$ cat src/rtl/dpg_pkg.sv
package dpg_pkg;
  typedef enum logic {
    MODE_SINGLE = 1'b0,
    MODE_RETRIG = 1'b1
  } shot_mode_e;

  typedef struct packed {
    logic run;
    logic active;
    logic done;
  } core_flags_t;
endpackage

$ cat src/rtl/dpg_prescaler.sv
module dpg_prescaler #(
  parameter int SEL_W = 3
) (
  input  logic             clk,
  input  logic             rst_n,
  input  logic             clr_i,
  input  logic             en_i,
  input  logic [SEL_W-1:0] sel_i,
  output logic             tick_o
);
  localparam int MAX_SHIFT = (1 << SEL_W) - 1;
  localparam int PC_W      = (MAX_SHIFT > 0) ? MAX_SHIFT : 1;
  localparam logic [PC_W-1:0] PC_ONE = {{(PC_W-1){1'b0}}, 1'b1};

  logic [PC_W-1:0] psc_q, psc_d, last_val;

  // terminal value 2^sel - 1 built as a thermometer mask
  always_comb begin
    for (int i = 0; i < PC_W; i++) begin
      last_val[i] = (i < int'(sel_i));
    end
  end

  assign tick_o = en_i && (psc_q >= last_val);

  always_comb begin
    psc_d = psc_q;
    if (clr_i)       psc_d = '0;
    else if (en_i)   psc_d = tick_o ? '0 : psc_q + PC_ONE;
  end

  always_ff @(posedge clk or negedge rst_n) begin
    if (!rst_n) psc_q <= '0;
    else        psc_q <= psc_d;
  end

  // with a divisor above one, two ticks are never adjacent
  p_tick_spacing_r2: assert property (@(posedge clk) disable iff (!rst_n)
    (tick_o && sel_i != '0 && !clr_i) |=> (!tick_o || !$stable(sel_i)));
endmodule

$ cat src/rtl/dpg_trig_sync.sv
module dpg_trig_sync #(
  parameter int STAGES = 2
) (
  input  logic clk,
  input  logic rst_n,
  input  logic trig_i,
  output logic edge_o
);
  logic [STAGES:0] sh_q, sh_d;

  assign sh_d   = {sh_q[STAGES-1:0], trig_i};
  assign edge_o = sh_q[STAGES-1] & ~sh_q[STAGES];

  always_ff @(posedge clk or negedge rst_n) begin
    if (!rst_n) sh_q <= '0;
    else        sh_q <= sh_d;
  end

  // one detected edge per rising transition
  p_edge_isolated_r6: assert property (@(posedge clk) disable iff (!rst_n)
    edge_o |=> !edge_o);
endmodule

$ cat src/rtl/dpg_core.sv
module dpg_core
  import dpg_pkg::*;
#(
  parameter int CNT_W = 16
) (
  input  logic             clk,
  input  logic             rst_n,
  input  logic             start_i,
  input  logic             trig_evt_i,
  input  logic             retrig_i,
  input  logic [CNT_W-1:0] dly_cmp_i,
  input  logic [CNT_W-1:0] end_cmp_i,
  input  logic             tick_i,
  output logic             run_o,
  output logic             active_o,
  output logic             done_o,
  output logic             accept_o
);
  localparam logic [CNT_W-1:0] CNT_ONE = {{(CNT_W-1){1'b0}}, 1'b1};

  shot_mode_e       mode;
  core_flags_t      fl_q, fl_d;
  logic [CNT_W-1:0] cnt_q, cnt_d, cnt_inc;
  logic             evt, accept, step, hit_dly, hit_end, cnt_en;

  assign mode    = shot_mode_e'(retrig_i);
  assign evt     = start_i | trig_evt_i;
  assign accept  = evt && (mode == MODE_RETRIG || !fl_q.run);
  assign step    = fl_q.run && tick_i;
  assign cnt_inc = cnt_q + CNT_ONE;
  assign hit_dly = step && (cnt_inc == dly_cmp_i);
  assign hit_end = step && (cnt_inc == end_cmp_i);
  assign cnt_en  = accept || step;

  always_comb begin
    fl_d  = fl_q;
    cnt_d = cnt_q;
    if (accept) begin
      fl_d  = '{run: 1'b1, active: 1'b0, done: 1'b0};
      cnt_d = '0;
    end else if (step) begin
      cnt_d = cnt_inc;
      if (hit_end) begin
        fl_d.run    = 1'b0;
        fl_d.active = 1'b0;
        fl_d.done   = (mode == MODE_SINGLE);
      end else if (hit_dly) begin
        fl_d.active = 1'b1;
      end
    end
  end

  always_ff @(posedge clk or negedge rst_n) begin
    if (!rst_n)      cnt_q <= '0;
    else if (cnt_en) cnt_q <= cnt_d;
  end

  always_ff @(posedge clk or negedge rst_n) begin
    if (!rst_n) fl_q <= '0;
    else        fl_q <= fl_d;
  end

  assign run_o    = fl_q.run;
  assign active_o = fl_q.active;
  assign done_o   = fl_q.done;
  assign accept_o = accept;

  // every run begins from a zero count
  p_start_from_zero_r2: assert property (@(posedge clk) disable iff (!rst_n)
    $rose(fl_q.run) |-> cnt_q == '0);
  // without a tick the count holds
  p_cnt_hold_r2: assert property (@(posedge clk) disable iff (!rst_n)
    (fl_q.run && !tick_i && !accept) |=> $stable(cnt_q));
  // completion only while idle with the pulse off
  p_done_idle_r4: assert property (@(posedge clk) disable iff (!rst_n)
    fl_q.done |-> (!fl_q.run && !fl_q.active));
  // single-shot run is not restarted by events
  p_shot_ignore_r5: assert property (@(posedge clk) disable iff (!rst_n)
    (fl_q.run && !retrig_i && !hit_end) |=> (fl_q.run && cnt_q >= $past(cnt_q)));
  // an accepted retrigger clears the pulse
  p_retrig_clear_r7: assert property (@(posedge clk) disable iff (!rst_n)
    (retrig_i && evt) |=> !fl_q.active);
endmodule

$ cat src/rtl/dly_pulse_gen.sv
module dly_pulse_gen #(
  parameter int CNT_W    = 16,
  parameter int SEL_W    = 3,
  parameter int SYNC_STG = 2
) (
  input  logic             clk,
  input  logic             rst_n,
  input  logic [SEL_W-1:0] psc_sel,
  input  logic [CNT_W-1:0] dly_cmp,
  input  logic [CNT_W-1:0] end_cmp,
  input  logic             retrig_mode,
  input  logic             act_high,
  input  logic             start,
  input  logic             trig_in,
  output logic             pulse_o,
  output logic             done_o
);
  logic trig_evt, tick, run, active, accept;

  dpg_trig_sync #(.STAGES(SYNC_STG)) u_sync (
    .clk    (clk),
    .rst_n  (rst_n),
    .trig_i (trig_in),
    .edge_o (trig_evt)
  );

  dpg_prescaler #(.SEL_W(SEL_W)) u_psc (
    .clk    (clk),
    .rst_n  (rst_n),
    .clr_i  (accept),
    .en_i   (run),
    .sel_i  (psc_sel),
    .tick_o (tick)
  );

  dpg_core #(.CNT_W(CNT_W)) u_core (
    .clk        (clk),
    .rst_n      (rst_n),
    .start_i    (start),
    .trig_evt_i (trig_evt),
    .retrig_i   (retrig_mode),
    .dly_cmp_i  (dly_cmp),
    .end_cmp_i  (end_cmp),
    .tick_i     (tick),
    .run_o      (run),
    .active_o   (active),
    .done_o     (done_o),
    .accept_o   (accept)
  );

  // polarity applied after the state register
  assign pulse_o = act_high ? active : ~active;
endmodule

$ cat config.mk
export PLATFORM = sky130hd
export DESIGN_NAME = dly_pulse_gen
export DESIGN_NICKNAME = d
export VERILOG_FILES = /design/src/rtl/dpg_pkg.sv /design/src/rtl/dpg_prescaler.sv /design/src/rtl/dpg_trig_sync.sv /design/src/rtl/dpg_core.sv /design/src/rtl/dly_pulse_gen.sv
export SDC_FILE = /design/constraint.sdc
export NUM_CORES = 1
export LEC_CHECK = 0
export BUFFER_PORTS_ARGS = -buffer_cell sky130_fd_sc_hd__buf_2
export CELL_PAD_IN_SITES_DETAIL_PLACEMENT = 1
export CELL_PAD_IN_SITES_GLOBAL_PLACEMENT = 1
export CORE_MARGIN = 2
export CORE_UTILIZATION = 30
export DETAILED_ROUTE_END_ITERATION = 10
export HOLD_SLACK_MARGIN = 0.12
export PLACE_DENSITY_LB_ADDON = 0.1
export SYNTH_ARGS = -nofsm -noshare
export SYNTH_HDL_FRONTEND = slang
export SYNTH_SLANG_ARGS = --single-unit
export TNS_END_PERCENT = 1
$ cat constraint.sdc
create_clock -name clk -period 3.56 [get_ports clk]
set_clock_uncertainty 0.1 [all_clocks]
set_input_delay 0.356 -clock clk [delete_from_list [all_inputs] [get_ports clk]]
set_output_delay 0.356 -clock clk [all_outputs]
set_load 0.05 [all_outputs]
==> results.sh <==
export IMPL_power_uw=890
export IMPL_drv_slew=0
export IMPL_port_buffers=42
export IMPL_slowest_stage="or3b_2"
export IMPL_via_per_inst=5.05
export IMPL_worst_path_buf_inv=0
export IMPL_drc=0
export IMPL_max_cap_viol_count=0
export IMPL_tns_ns=0
export IMPL_hold_path_depth=0
export IMPL_seq_area_sq_um=726
export IMPL_synth_area_sq_um=2440
export IMPL_r2r_cells=8
export IMPL_r2r_start="u_core.cnt_q[0]"
export IMPL_synth_async_reset_ratio=1.00
export IMPL_dp_hpwl_um=5360
export IMPL_grt_pass1_wl_um=11300
export IMPL_grtUsageTotal=0.165
export IMPL_min_to="u_sync.sh_q[1]"
export IMPL_finalWorstSetupSlack_ns=0.500
export IMPL_multi_input_area_sq_um=1600
export IMPL_pin_count=43
export IMPL_area_growth_pct=16.7
export IMPL_synth_common_cells="xnor2_1 (38), dfrtp_1 (29), nor2_1 (27), nand2_1 (24), xor2_1 (19)"
export IMPL_cts_path_max_buffers=2
export IMPL_fin_util=0.364
export IMPL_dp_slack_ns=0.517
export IMPL_dr_total_vias=2141
export IMPL_initial_core_util=0.312
export IMPL_core_area_sq_um=7810
export IMPL_worst_hold_path_type="flip-flop to flip-flop"
export IMPL_layout_min_cycle_time_ns=3.06
export IMPL_syn_inst=282
export IMPL_die_h_um=94.2
export IMPL_routedWlPerCell_um=16.2
export IMPL_grt_overflow_total=0
export IMPL_post_cts_setup_buffers=0
export IMPL_crit_top_cell="xnor2_1"
export IMPL_cts_made_buffers=5
export IMPL_path_cells="ha_1 > nand3_2 > nor3_1 > xnor2_1 > xnor2_1 > or3b_2 > or4_1 > a21oi_1"
export IMPL_num_fill_cells=978
export IMPL_antenna_cells=0
export IMPL_synth_top_cell_by_area="dfrtp_1"
export IMPL_regToRegEndpoint="u_core.done_o"
export IMPL_rsz0062_at_grt="false"
export IMPL_slew_headroom=0.521
export IMPL_finalSetupViolCount=0
export IMPL_synth_area_leaders="dfrtp_1 (30%), xnor2_1 (14%), xor2_1 (6.8%), ha_1 (4.6%), nor2_1 (4.2%)"
export IMPL_clk_pin_slew_ns=0.07
export IMPL_grt_max_degree=30
export IMPL_first_pass_iters=4
export IMPL_critPathRequiredTime_ns=3.68
export IMPL_seq_area_frac_synth=0.298
export IMPL_insertion_delay_ns=0.29
export IMPL_synth_top_area_share=0.298
export IMPL_synth_seq_cells=29
export IMPL_die_x_um=94.2
export IMPL_synth_cell_types=53
export IMPL_grt_antenna_before_repair=0
export IMPL_cts_sinks=29
export IMPL_rows=32
export IMPL_critical_path_class="flip-flop to flip-flop"
export IMPL_first_global_vias=2255
export IMPL_p_leak_uw=0.00120
export IMPL_timing_fmax_mhz=327
export IMPL_min_from="u_sync.sh_q[0]"
export IMPL_tritoncts="yes"
export IMPL_synth_nets=332
export IMPL_hold_viol_final=0
export IMPL_power_density_nw_per_um2=313
export IMPL_die_area_sq_um=8870
export IMPL_worst_pin_slew_ns=0.719
export IMPL_crit_path_max_incr_delay_ns=0.49
export IMPL_ys_warn_count=0
export IMPL_drtIter0Drc=38
export IMPL_drive_gt1_frac=0.196
export IMPL_worst_path_max_fanout=10
export IMPL_cp_start_kind="flip-flop"
export IMPL_peakVddDrop_uv=110
export IMPL_synth_edff_count=0
export IMPL_status="complete, no violations"
export IMPL_ant_nets=0
export IMPL_reg2reg_slack_ns=0.50
export IMPL_cp_top_family="simple AND/OR/NAND/NOR gates"
export IMPL_routed_wl_um=6870
export IMPL_htree_levels=2
export IMPL_nNetsFinal=372
export IMPL_gp_congestion=0.793
export IMPL_post_route_period_util=0.859
export IMPL_synth_ff_type="dfrtp_1"
export IMPL_yosysMostFrequentCell="xnor2_1"
export IMPL_avgSynthCellArea_sq_um=8.65
export IMPL_endpoint_kind="flip-flop"
export IMPL_worstPathArrival_ns=3.18
export IMPL_root_buffer="clkbuf_8"
-- how the worst max path moves through the flow --
stage	depth (start not counted)	start	endpoint	slack [ns]
floorplan	8	u_core.cnt_q[0]	u_core.done_o	0.82
global placement	7	u_core.cnt_q[5]	u_core.done_o	0.55
detailed placement	10	psc_sel[2]	u_core.done_o	0.52
CTS	8	u_core.cnt_q[0]	u_core.done_o	0.50
global route	8	u_core.cnt_q[0]	u_core.done_o	0.30
finish	8	u_core.cnt_q[0]	u_core.done_o	0.50
-- placed cells by master (no fill, tap or decap), drive strengths merged, types with 2 or more instances in the layout --
master        n
buf          47
xnor2        38
dfrtp        29
nor2         27
nand2        24
xor2         19
a21oi        10
nand3        10
o21ai        10
ha            9
inv           9
nor3          9
nand2b        7
nand4         7
clkbuf        7
nor4          7
or3           4
and3          4
nor2b         4
nor3b         4
a211oi        3
a31oi         3
o31ai         3
o2111ai       2
or4           2
o21bai        2
xnor3         2
dlygate4sd3   2
a2111oi       2
-- worst register-to-register path: stages (launching register included) --
cell	delay, ns
dfrtp_1	0.47
ha_1	0.32
nand3_2	0.25
nor3_1	0.48
xnor2_1	0.14
xnor2_1	0.13
or3b_2	0.49
or4_1	0.48
a21oi_1	0.15
-- metrics by stage --
step	cells	hold WS (ns)	instance area [sq um]
6_report	424	0.250	2850
5_1_grt	424	0.256	2850
4_1_cts	424	0.252	2850
3_5_place_dp	415	0.237	2740
3_3_place_gp	415	0.235	2740
2_1_floorplan	282	-0.0396	2440
-- report_power, final --
| group | switching (uW) | internal, uW | leakage (uW) |
|---|---|---|---|
| clock | 137 | 153 | 0.0000443 |
| sequential | 29.0 | 353 | 0.000389 |
| combinational | 116 | 102 | 0.000767 |
-- state kept, by name (all words and copies together), names as in the netlist --
signal	flops
u_core.run_o	1
u_core.done_o	1
u_psc.psc_q	7
u_sync.sh_q	3
u_core.active_o	1
u_core.cnt_q	16
-- what timing repair did --
action,CTS,global route
endpoints found under the hold margin,30,0
hold buffers,2,0
endpoints found under the setup margin,0,0
resized for setup,0,0
-- area by class of cell --
type | count | share of cell area
multi-input combinational | 227 | 0.562
sequential | 29 | 0.255
timing repair buffer | 49 | 0.0941
tap | 102 | 0.0449
clock buffer | 7 | 0.0303
inverter | 10 | 0.0132
-- cells by family (layout without fill, tap and decap cells) --
family                     count (synthesis)  in the layout  share of synthesized area
and+or+nand+nor                          112            112                      0.254
AOI/OAI and AO/OA                         45             45                      0.124
buffers and inverters                     26             66                     0.0462
adders and majority gates                  9              9                     0.0462
xor gates and xnor gates                  59             59                      0.223
muxes                                      2              2                    0.00872
DFF                                       29             29                      0.298
-- layer usage --
| layer | GRT usage | wire length [um] | vias up |
|---|---|---|---|
| met5 | 0 | 0 | - |
| met4 | 0.0399 | 67 | 0 |
| met3 | 0.0281 | 261 | 6 |
| met2 | 0.276 | 3120 | 38 |
| met1 | 0.220 | 3420 | 1039 |
| li1 | - | - | 1058 |
Power figures use the tool's default switching activity.
